[src/rtl/vfa_pkg.sv]
package vfa_pkg;
  localparam int ADDR_W   = 24;
  localparam int BYTE_W   = 8;
  localparam int SCROLL_W = 4;

  typedef enum logic [2:0] {
    SEL_BASE_HI = 3'd0,
    SEL_BASE_MD = 3'd1,
    SEL_BASE_LO = 3'd2,
    SEL_LINE_OF = 3'd3,
    SEL_SCROLL  = 3'd4,
    SEL_CNT_HI  = 3'd5,
    SEL_CNT_MD  = 3'd6,
    SEL_CNT_LO  = 3'd7
  } reg_sel_e;
endpackage

[src/rtl/vfa_regs.sv]
module vfa_regs
  import vfa_pkg::*;
(
  input  logic              clk,
  input  logic              rst_n,
  input  logic              wr_en,
  input  logic [2:0]        sel,
  input  logic [BYTE_W-1:0] wdata,
  input  logic [ADDR_W-1:0] live_cnt,
  output logic [BYTE_W-1:0] rdata,
  output logic [ADDR_W-1:0] base_addr,
  output logic [BYTE_W-1:0] line_off,
  output logic [BYTE_W-1:0] scroll,
  output logic              cnt_wr,
  output logic [1:0]        cnt_byte,
  output logic [BYTE_W-1:0] cnt_wdata
);
  logic [BYTE_W-1:0] hi_q, md_q, lo_q, off_q, scr_q;
  logic [BYTE_W-1:0] hi_d, md_d, lo_d, off_d, scr_d;
  reg_sel_e sel_e;

  assign sel_e = reg_sel_e'(sel);

  always_comb begin
    hi_d  = hi_q;
    md_d  = md_q;
    lo_d  = lo_q;
    off_d = off_q;
    scr_d = scr_q;
    if (wr_en) begin
      case (sel_e)
        SEL_BASE_HI: hi_d  = wdata;
        SEL_BASE_MD: md_d  = wdata;
        SEL_BASE_LO: lo_d  = {wdata[BYTE_W-1:1], 1'b0};
        SEL_LINE_OF: off_d = wdata;
        SEL_SCROLL:  scr_d = wdata;
        default: ;
      endcase
    end
  end

  always_ff @(posedge clk or negedge rst_n) begin
    if (!rst_n) begin
      hi_q  <= '0;
      md_q  <= '0;
      lo_q  <= '0;
      off_q <= '0;
      scr_q <= '0;
    end else if (wr_en) begin
      hi_q  <= hi_d;
      md_q  <= md_d;
      lo_q  <= lo_d;
      off_q <= off_d;
      scr_q <= scr_d;
    end
  end

  // live counter byte writes are decoded here, applied by the counter
  always_comb begin
    cnt_wr    = 1'b0;
    cnt_byte  = 2'd0;
    cnt_wdata = wdata;
    case (sel_e)
      SEL_CNT_HI: begin cnt_wr = wr_en; cnt_byte = 2'd2; end
      SEL_CNT_MD: begin cnt_wr = wr_en; cnt_byte = 2'd1; end
      SEL_CNT_LO: begin cnt_wr = wr_en; cnt_byte = 2'd0; end
      default: ;
    endcase
  end

  always_comb begin
    case (sel_e)
      SEL_BASE_HI: rdata = hi_q;
      SEL_BASE_MD: rdata = md_q;
      SEL_BASE_LO: rdata = lo_q;
      SEL_LINE_OF: rdata = off_q;
      SEL_SCROLL:  rdata = scr_q;
      SEL_CNT_HI:  rdata = live_cnt[23:16];
      SEL_CNT_MD:  rdata = live_cnt[15:8];
      default:     rdata = live_cnt[7:0];
    endcase
  end

  assign base_addr = {hi_q, md_q, lo_q};
  assign line_off  = off_q;
  assign scroll    = scr_q;

  assert_base_even_R3: assert property (@(posedge clk) disable iff (!rst_n)
    base_addr[0] == 1'b0);
endmodule

[src/rtl/vfa_line_ctl.sv]
module vfa_line_ctl
  import vfa_pkg::*;
#(
  parameter int WORDS_PER_LINE = 80,
  parameter int GROUP_WORDS    = 4
) (
  input  logic                clk,
  input  logic                rst_n,
  input  logic                frame_start,
  input  logic                line_start,
  input  logic [SCROLL_W-1:0] scroll,
  input  logic                fetch_ack,
  output logic                fetch_req,
  output logic                line_begin,
  output logic                word_adv,
  output logic                line_end
);
  localparam int CNT_W = $clog2(WORDS_PER_LINE + GROUP_WORDS + 1);
  localparam logic [CNT_W-1:0] PLAIN_LEN  = CNT_W'(WORDS_PER_LINE);
  localparam logic [CNT_W-1:0] SCROLL_LEN = CNT_W'(WORDS_PER_LINE + GROUP_WORDS);

  logic             active_q, active_d;
  logic [CNT_W-1:0] wcnt_q, wcnt_d;
  logic [CNT_W-1:0] limit_q, limit_d;
  logic             last_word;

  assign fetch_req  = active_q;
  assign line_begin = line_start && !active_q && !frame_start;
  assign word_adv   = active_q && fetch_ack && !frame_start;
  assign last_word  = (wcnt_q == limit_q - 1'b1);
  assign line_end   = word_adv && last_word;

  always_comb begin
    active_d = active_q;
    wcnt_d   = wcnt_q;
    limit_d  = limit_q;
    if (frame_start) begin
      active_d = 1'b0;
      wcnt_d   = '0;
    end else if (line_begin) begin
      active_d = 1'b1;
      wcnt_d   = '0;
      limit_d  = (scroll != '0) ? SCROLL_LEN : PLAIN_LEN;
    end else if (line_end) begin
      active_d = 1'b0;
      wcnt_d   = '0;
    end else if (word_adv) begin
      wcnt_d   = wcnt_q + 1'b1;
    end
  end

  always_ff @(posedge clk or negedge rst_n) begin
    if (!rst_n) begin
      active_q <= 1'b0;
      wcnt_q   <= '0;
      limit_q  <= PLAIN_LEN;
    end else begin
      active_q <= active_d;
      wcnt_q   <= wcnt_d;
      limit_q  <= limit_d;
    end
  end

  assert_count_bound_R4: assert property (@(posedge clk) disable iff (!rst_n)
    fetch_req |-> (wcnt_q < limit_q));

  assert_scroll_held_R4: assert property (@(posedge clk) disable iff (!rst_n)
    fetch_req && !frame_start && !line_end |=> fetch_req && $stable(limit_q));

  assert_start_ignored_R10: assert property (@(posedge clk) disable iff (!rst_n)
    fetch_req && line_start && !fetch_ack && !frame_start |=> fetch_req && $stable(wcnt_q));
endmodule

[src/rtl/vfa_addr_ctr.sv]
module vfa_addr_ctr
  import vfa_pkg::*;
(
  input  logic              clk,
  input  logic              rst_n,
  input  logic              frame_start,
  input  logic [ADDR_W-1:0] base_addr,
  input  logic              line_begin,
  input  logic              word_adv,
  input  logic              line_end,
  input  logic [BYTE_W-1:0] line_off,
  input  logic              cnt_wr,
  input  logic [1:0]        cnt_byte,
  input  logic [BYTE_W-1:0] cnt_wdata,
  output logic [ADDR_W-1:0] cnt
);
  localparam logic [ADDR_W-1:0] WORD_BYTES = ADDR_W'(2);

  logic [ADDR_W-1:0] cnt_q, cnt_d;
  logic [ADDR_W-1:0] pend_val_q, pend_val_d;
  logic              pend_q, pend_d;
  logic [ADDR_W-1:0] merge_src, merged, skip_bytes;
  logic              pend_now;

  assign skip_bytes = {{(ADDR_W-BYTE_W-1){1'b0}}, line_off, 1'b0};
  assign merge_src  = pend_q ? pend_val_q : cnt_q;

  always_comb begin
    merged = merge_src;
    case (cnt_byte)
      2'd2:    merged[23:16] = cnt_wdata;
      2'd1:    merged[15:8]  = cnt_wdata;
      default: merged[7:0]   = cnt_wdata;
    endcase
  end

  assign pend_val_d = cnt_wr ? merged : pend_val_q;
  assign pend_now   = pend_q || cnt_wr;

  always_comb begin
    cnt_d  = cnt_q;
    pend_d = pend_now;
    if (frame_start) begin
      cnt_d  = base_addr;
      pend_d = 1'b0;
    end else if (line_end) begin
      cnt_d  = pend_now ? pend_val_d : cnt_q + WORD_BYTES + skip_bytes;
      pend_d = 1'b0;
    end else if (line_begin && pend_now) begin
      cnt_d  = pend_val_d;
      pend_d = 1'b0;
    end else if (word_adv) begin
      cnt_d  = cnt_q + WORD_BYTES;
    end
  end

  always_ff @(posedge clk or negedge rst_n) begin
    if (!rst_n) begin
      cnt_q      <= '0;
      pend_q     <= 1'b0;
      pend_val_q <= '0;
    end else begin
      cnt_q  <= cnt_d;
      pend_q <= pend_d;
      if (cnt_wr) pend_val_q <= pend_val_d;
    end
  end

  assign cnt = cnt_q;

  assert_frame_load_R2: assert property (@(posedge clk) disable iff (!rst_n)
    frame_start |=> cnt_q == $past(base_addr));

  assert_word_step_R5: assert property (@(posedge clk) disable iff (!rst_n)
    word_adv && !line_end && !frame_start |=> cnt_q == $past(cnt_q) + WORD_BYTES);

  assert_line_skip_R6: assert property (@(posedge clk) disable iff (!rst_n)
    line_end && !frame_start && !pend_q && !cnt_wr
      |=> cnt_q == $past(cnt_q) + WORD_BYTES + $past(skip_bytes));

  assert_write_wins_R8: assert property (@(posedge clk) disable iff (!rst_n)
    line_end && cnt_wr && !frame_start |=> cnt_q == $past(merged));

  assert_hold_R2: assert property (@(posedge clk) disable iff (!rst_n)
    !frame_start && !line_end && !word_adv && !(line_begin && pend_now) |=> $stable(cnt_q));
endmodule

[src/rtl/vid_fetch_addr.sv]
module vid_fetch_addr
  import vfa_pkg::*;
#(
  parameter int WORDS_PER_LINE = 80,
  parameter int GROUP_WORDS    = 4
) (
  input  logic        clk,
  input  logic        rst_n,
  input  logic        reg_wr,
  input  logic [2:0]  reg_sel,
  input  logic [7:0]  reg_wdata,
  output logic [7:0]  reg_rdata,
  input  logic        frame_start,
  input  logic        line_start,
  output logic        fetch_req,
  input  logic        fetch_ack,
  output logic [23:0] fetch_addr
);
  logic [ADDR_W-1:0] base_addr, live_cnt;
  logic [BYTE_W-1:0] line_off, scroll, cnt_wdata;
  logic              cnt_wr, line_begin, word_adv, line_end;
  logic [1:0]        cnt_byte;

  vfa_regs u_regs (
    .clk       (clk),
    .rst_n     (rst_n),
    .wr_en     (reg_wr),
    .sel       (reg_sel),
    .wdata     (reg_wdata),
    .live_cnt  (live_cnt),
    .rdata     (reg_rdata),
    .base_addr (base_addr),
    .line_off  (line_off),
    .scroll    (scroll),
    .cnt_wr    (cnt_wr),
    .cnt_byte  (cnt_byte),
    .cnt_wdata (cnt_wdata)
  );

  vfa_line_ctl #(
    .WORDS_PER_LINE (WORDS_PER_LINE),
    .GROUP_WORDS    (GROUP_WORDS)
  ) u_line (
    .clk         (clk),
    .rst_n       (rst_n),
    .frame_start (frame_start),
    .line_start  (line_start),
    .scroll      (scroll[SCROLL_W-1:0]),
    .fetch_ack   (fetch_ack),
    .fetch_req   (fetch_req),
    .line_begin  (line_begin),
    .word_adv    (word_adv),
    .line_end    (line_end)
  );

  vfa_addr_ctr u_ctr (
    .clk         (clk),
    .rst_n       (rst_n),
    .frame_start (frame_start),
    .base_addr   (base_addr),
    .line_begin  (line_begin),
    .word_adv    (word_adv),
    .line_end    (line_end),
    .line_off    (line_off),
    .cnt_wr      (cnt_wr),
    .cnt_byte    (cnt_byte),
    .cnt_wdata   (cnt_wdata),
    .cnt         (live_cnt)
  );

  assign fetch_addr = live_cnt;

  assert_idle_after_frame_R12: assert property (@(posedge clk) disable iff (!rst_n)
    frame_start |=> !fetch_req);
endmodule

[config.mk]
export PLATFORM = sky130hd
export DESIGN_NAME = vid_fetch_addr
export DESIGN_NICKNAME = d
export VERILOG_FILES = /design/src/rtl/vfa_pkg.sv /design/src/rtl/vfa_regs.sv /design/src/rtl/vfa_line_ctl.sv /design/src/rtl/vfa_addr_ctr.sv /design/src/rtl/vid_fetch_addr.sv
export SDC_FILE = /design/constraint.sdc
export NUM_CORES = 1
export LEC_CHECK = 0
export BUFFER_PORTS_ARGS = -buffer_cell sky130_fd_sc_hd__buf_4
export CELL_PAD_IN_SITES_DETAIL_PLACEMENT = 0
export CELL_PAD_IN_SITES_GLOBAL_PLACEMENT = 1
export CORE_UTILIZATION = 51
export DETAILED_ROUTE_END_ITERATION = 6
export PLACE_DENSITY_LB_ADDON = 0.1
export SETUP_SLACK_MARGIN = 0.3
export SYNTH_ARGS = -nofsm -noshare
export SYNTH_HDL_FRONTEND = slang
export SYNTH_HIERARCHICAL = 1
export SYNTH_SLANG_ARGS = --single-unit
export TNS_END_PERCENT = 50
[constraint.sdc]
create_clock -name clk -period 9.2 [get_ports clk]
set_input_delay 1.38 -clock clk [delete_from_list [all_inputs] [get_ports clk]]
set_output_delay 1.38 -clock clk [all_outputs]
set_load 0.005 [all_outputs]
==> metrics.cfg <==
[die]
die_h_um = 115
std_cell_rows = 40
initial_core_util_pct = 53.2
dieArea_sq_mm = 0.0132
coreArea_sq_mm = 0.0123
ioPinCount = 50
die_x_um = 115

[global_routing]
track_usage_pct = 34.7
grt_pass1_wl_mm = 33.6
grt_overflow = 0
antenna_found_initial = 0
grt_pass1_vias = 5676
grt_max_degree = 53

[logic_synthesis]
yosysWarnings = 6
syn_nets = 711
yosysTopAreaCellShare_pct = 37.2
synth_top_cells_by_area = dfrtp_1 37%, mux2_2 7.3%, a22o_1 6.6%
syn_area_sq_mm = 0.00652
synth_compound_area_share_pct = 25.3
synth_cell_type_count = 77
ys_async_sr_fraction_pct = 100
synth_area_per_cell_sq_um = 9.62
synth_cells = 678
yosys.area_share.xor_xnor_pct = 4.70
ys_seq_elements = 97
ys_seq_area_share_pct = 37.2
yosys.area_share.simple_pct = 16.8
yosysTopAreaCell = dfrtp_1
yosys_most_used_dff = dfrtp_1
synth_top_family_by_area = compound AO/OA/AOI/OAI gates
synthAdderAreaFrac_pct = 3.18
synth-edff-count = 0
synth.mux.area_fraction_pct = 8.06

[routing]
wire_per_inst_um = 24.9
routed_wirelength_mm = 21.6
drtAntennaViolNets = 0
viasPerCell = 6.89
first_pass_iters = 5
dr.first_iter.drc_count = 811
route.vias.total = 5963
drc_errors = 0

[layout]
drive_gt1_share_pct = 19.9
diodes = 0
final_util_pct = 58.3
syn_to_final_growth_pct = 9.57
final_net_count = 727

[sta]
fmax_mhz = 234
rsz0062_at_grt = false
skew_ns = 0.00731
worst_pin_slew_ns = 1.13
relSlewSlack_pct = 24.3
slew_violations = 0
tns_ns = 0
setup_violations = 0
fin_crit_sh_pct = 46.5
post-route-min-period_ns = 4.27
finalHoldViolCount = 0

[worst_setup_path]
worstPathRequired_ns = 7.82
path_class = input pin to primary output
arrival_ns = 2.89
r2r_setup_slack_ns = 5.39
critPathLaunch = reg_sel[2]
rr_startpoint = u_ctr/cnt[3]
crit_fanout = 26
worstSetupEndpointType = primary output
startpoint_type = input pin

[pwr]
power_density_mw_per_mm2 = 201
ir_worst_vdd_uv = 154
p_leak_nw = 2.94

[cts]
clk_pin_slew_worst_paths_ns = 0.07
post-cts-setup-buffers = 0
cts.repair.resized = 0
clockBufferDepth = 2
ctsHoldBuffers = 0
clkLatencyLatePin_ns = 0.36
clkSinkCount = 97
cts_tree = yes
root_buffer = clkbuf_16
cts_inserted_buffers = 9
cts_htree_levels = 3

[outcome]
outcome = finished, final reports clean

[hold_path]
min_path_type = flop to flop
min_from = u_ctr/pend_val_q[10]

[placed_design]
gp_congestion = 0.961
dpl.hpwl_mm = 15.5
numPortBuffers = 49

[job]
maxCapViolCount = 0

## registers in the layout (all words and copies together) (netlist names)
| name | cells |
|---|---|
| u_line/limit_q | 1 |
| u_line/wcnt_q | 7 |
| u_regs/scroll | 8 |
| u_ctr/cnt | 24 |
| u_line/fetch_req | 1 |
| u_ctr/pend_val_q | 24 |
| u_ctr/pend_q | 1 |
| u_regs/lo_q | 7 |
| u_regs/hi_q | 8 |
| u_regs/line_off | 8 |
| u_regs/md_q | 8 |
## cells in the final DEF, fill, tap and decap left out, drive strengths merged, types with 3 or more instances in the layout
cell | Yosys | routed
nor2 | 49 | 49
and2 | 5 | 5
clkbuf | 19 | 10
a21o | 3 | 3
xor2 | 18 | 18
nor4 | 8 | 8
a222oi | 3 | 3
a221oi | 21 | 21
and3 | 7 | 7
a21oi | 40 | 40
nor3b | 4 | 4
a221o | 4 | 4
inv | 13 | 15
or3 | 7 | 7
o21ai | 36 | 36
nand3 | 19 | 19
mux2 | 42 | 42
a22oi | 14 | 14
or2 | 3 | 3
dfrtp | 97 | 97
o22a | 7 | 7
nor2b | 9 | 9
nand4 | 11 | 11
o211ai | 7 | 7
nor3 | 12 | 12
mux2i | 3 | 3
xnor2 | 17 | 17
nand2b | 5 | 5
clkinv | 0 | 3
ha | 15 | 15
a31oi | 11 | 11
nand2 | 53 | 53
buf | 28 | 52
o21a | 6 | 6
a22o | 49 | 49
o31ai | 4 | 4
## metrics by stage
stage | setup slack (ns) | hold slack (ns) | cell area, sq um | cells | power, mW
after floorplan | 5.29 | 0.466 | 6520 | 678 | 0.882
after global placement | 4.83 | 0.495 | 6870 | 851 | 1.06
after detailed placement | 4.74 | 0.491 | 6870 | 851 | 1.06
after CTS | 5.02 | 0.510 | 7150 | 866 | 1.43
after global routing | 4.71 | 0.535 | 7150 | 866 | 1.50
final | 4.93 | 0.513 | 7150 | 866 | 1.43
## synthesized netlist by cell type, types with 10 or more instances
master,n
dfrtp_1,97
nand2_1,53
a22o_1,49
nor2_1,49
mux2_2,42
a21oi_1,37
o21ai_0,29
a221oi_1,21
clkbuf_1,19
xor2_1,18
xnor2_1,17
nand3_1,16
ha_1,15
a22oi_1,14
buf_2,13
buf_4,13
inv_1,13
a31oi_1,11
nand4_1,10
nor3_1,10
## where the power goes
part	leakage, nW	internal (mW)	switching (mW)
Sequential	1.21	0.505	0.132
Clock	0.141	0.192	0.174
Combinational	1.59	0.205	0.228
Total	2.94	0.901	0.534
## worst paths after layout
| kind | to | cells past startpoint |
|---|---|---|
| min in group asynchronous | u_line/wcnt_q[3] | 1 |
| hold / removal | u_ctr/pend_val_q[10] | 1 |
| setup / recovery | reg_rdata[4] | 6 |
| hold reg to reg | u_ctr/pend_val_q[10] | 1 |
| max in group asynchronous | u_ctr/pend_val_q[9] | 2 |
| setup reg to reg | u_ctr/cnt[23] | 11 |
## worst max-delay path, cell delays in order
cell and delay, ns:
buf_4 0.26, nor2_1 0.20, a221oi_1 0.60, a21oi_1 0.10
o22a_1 0.20, buf_4 0.14
## layout make-up
type,instances,area [sq um]
fill,1092,5110
multi-input combinational,521,3790
tap,168,210
clock inverter,5,38.8
clock buffer,10,239
timing repair buffer,52,390
inverter,13,48.8
sequential,97,2430
## metal layers
layer | routed length [um] | part of all wire, % | GRT usage, %
met5 | 0 | 0 | 0
met4 | 816 | 3.8 | 15.5
met3 | 2060 | 9.6 | 7.38
met2 | 9690 | 45 | 53.3
met1 | 9020 | 42 | 47.3
## logic make-up (layout without fill, tap and decap cells)
group | Yosys count | in the layout
AOI/OAI and AO/OA | 224 | 224
xor gates and xnor gates | 35 | 35
adders and majority gates | 16 | 16
buffers and inverters | 60 | 80
DFF | 97 | 97
muxes | 46 | 46
other | 1 | 1
and+or+nand+nor | 199 | 199
No activity file was read; power rests on OpenSTA's default activity.
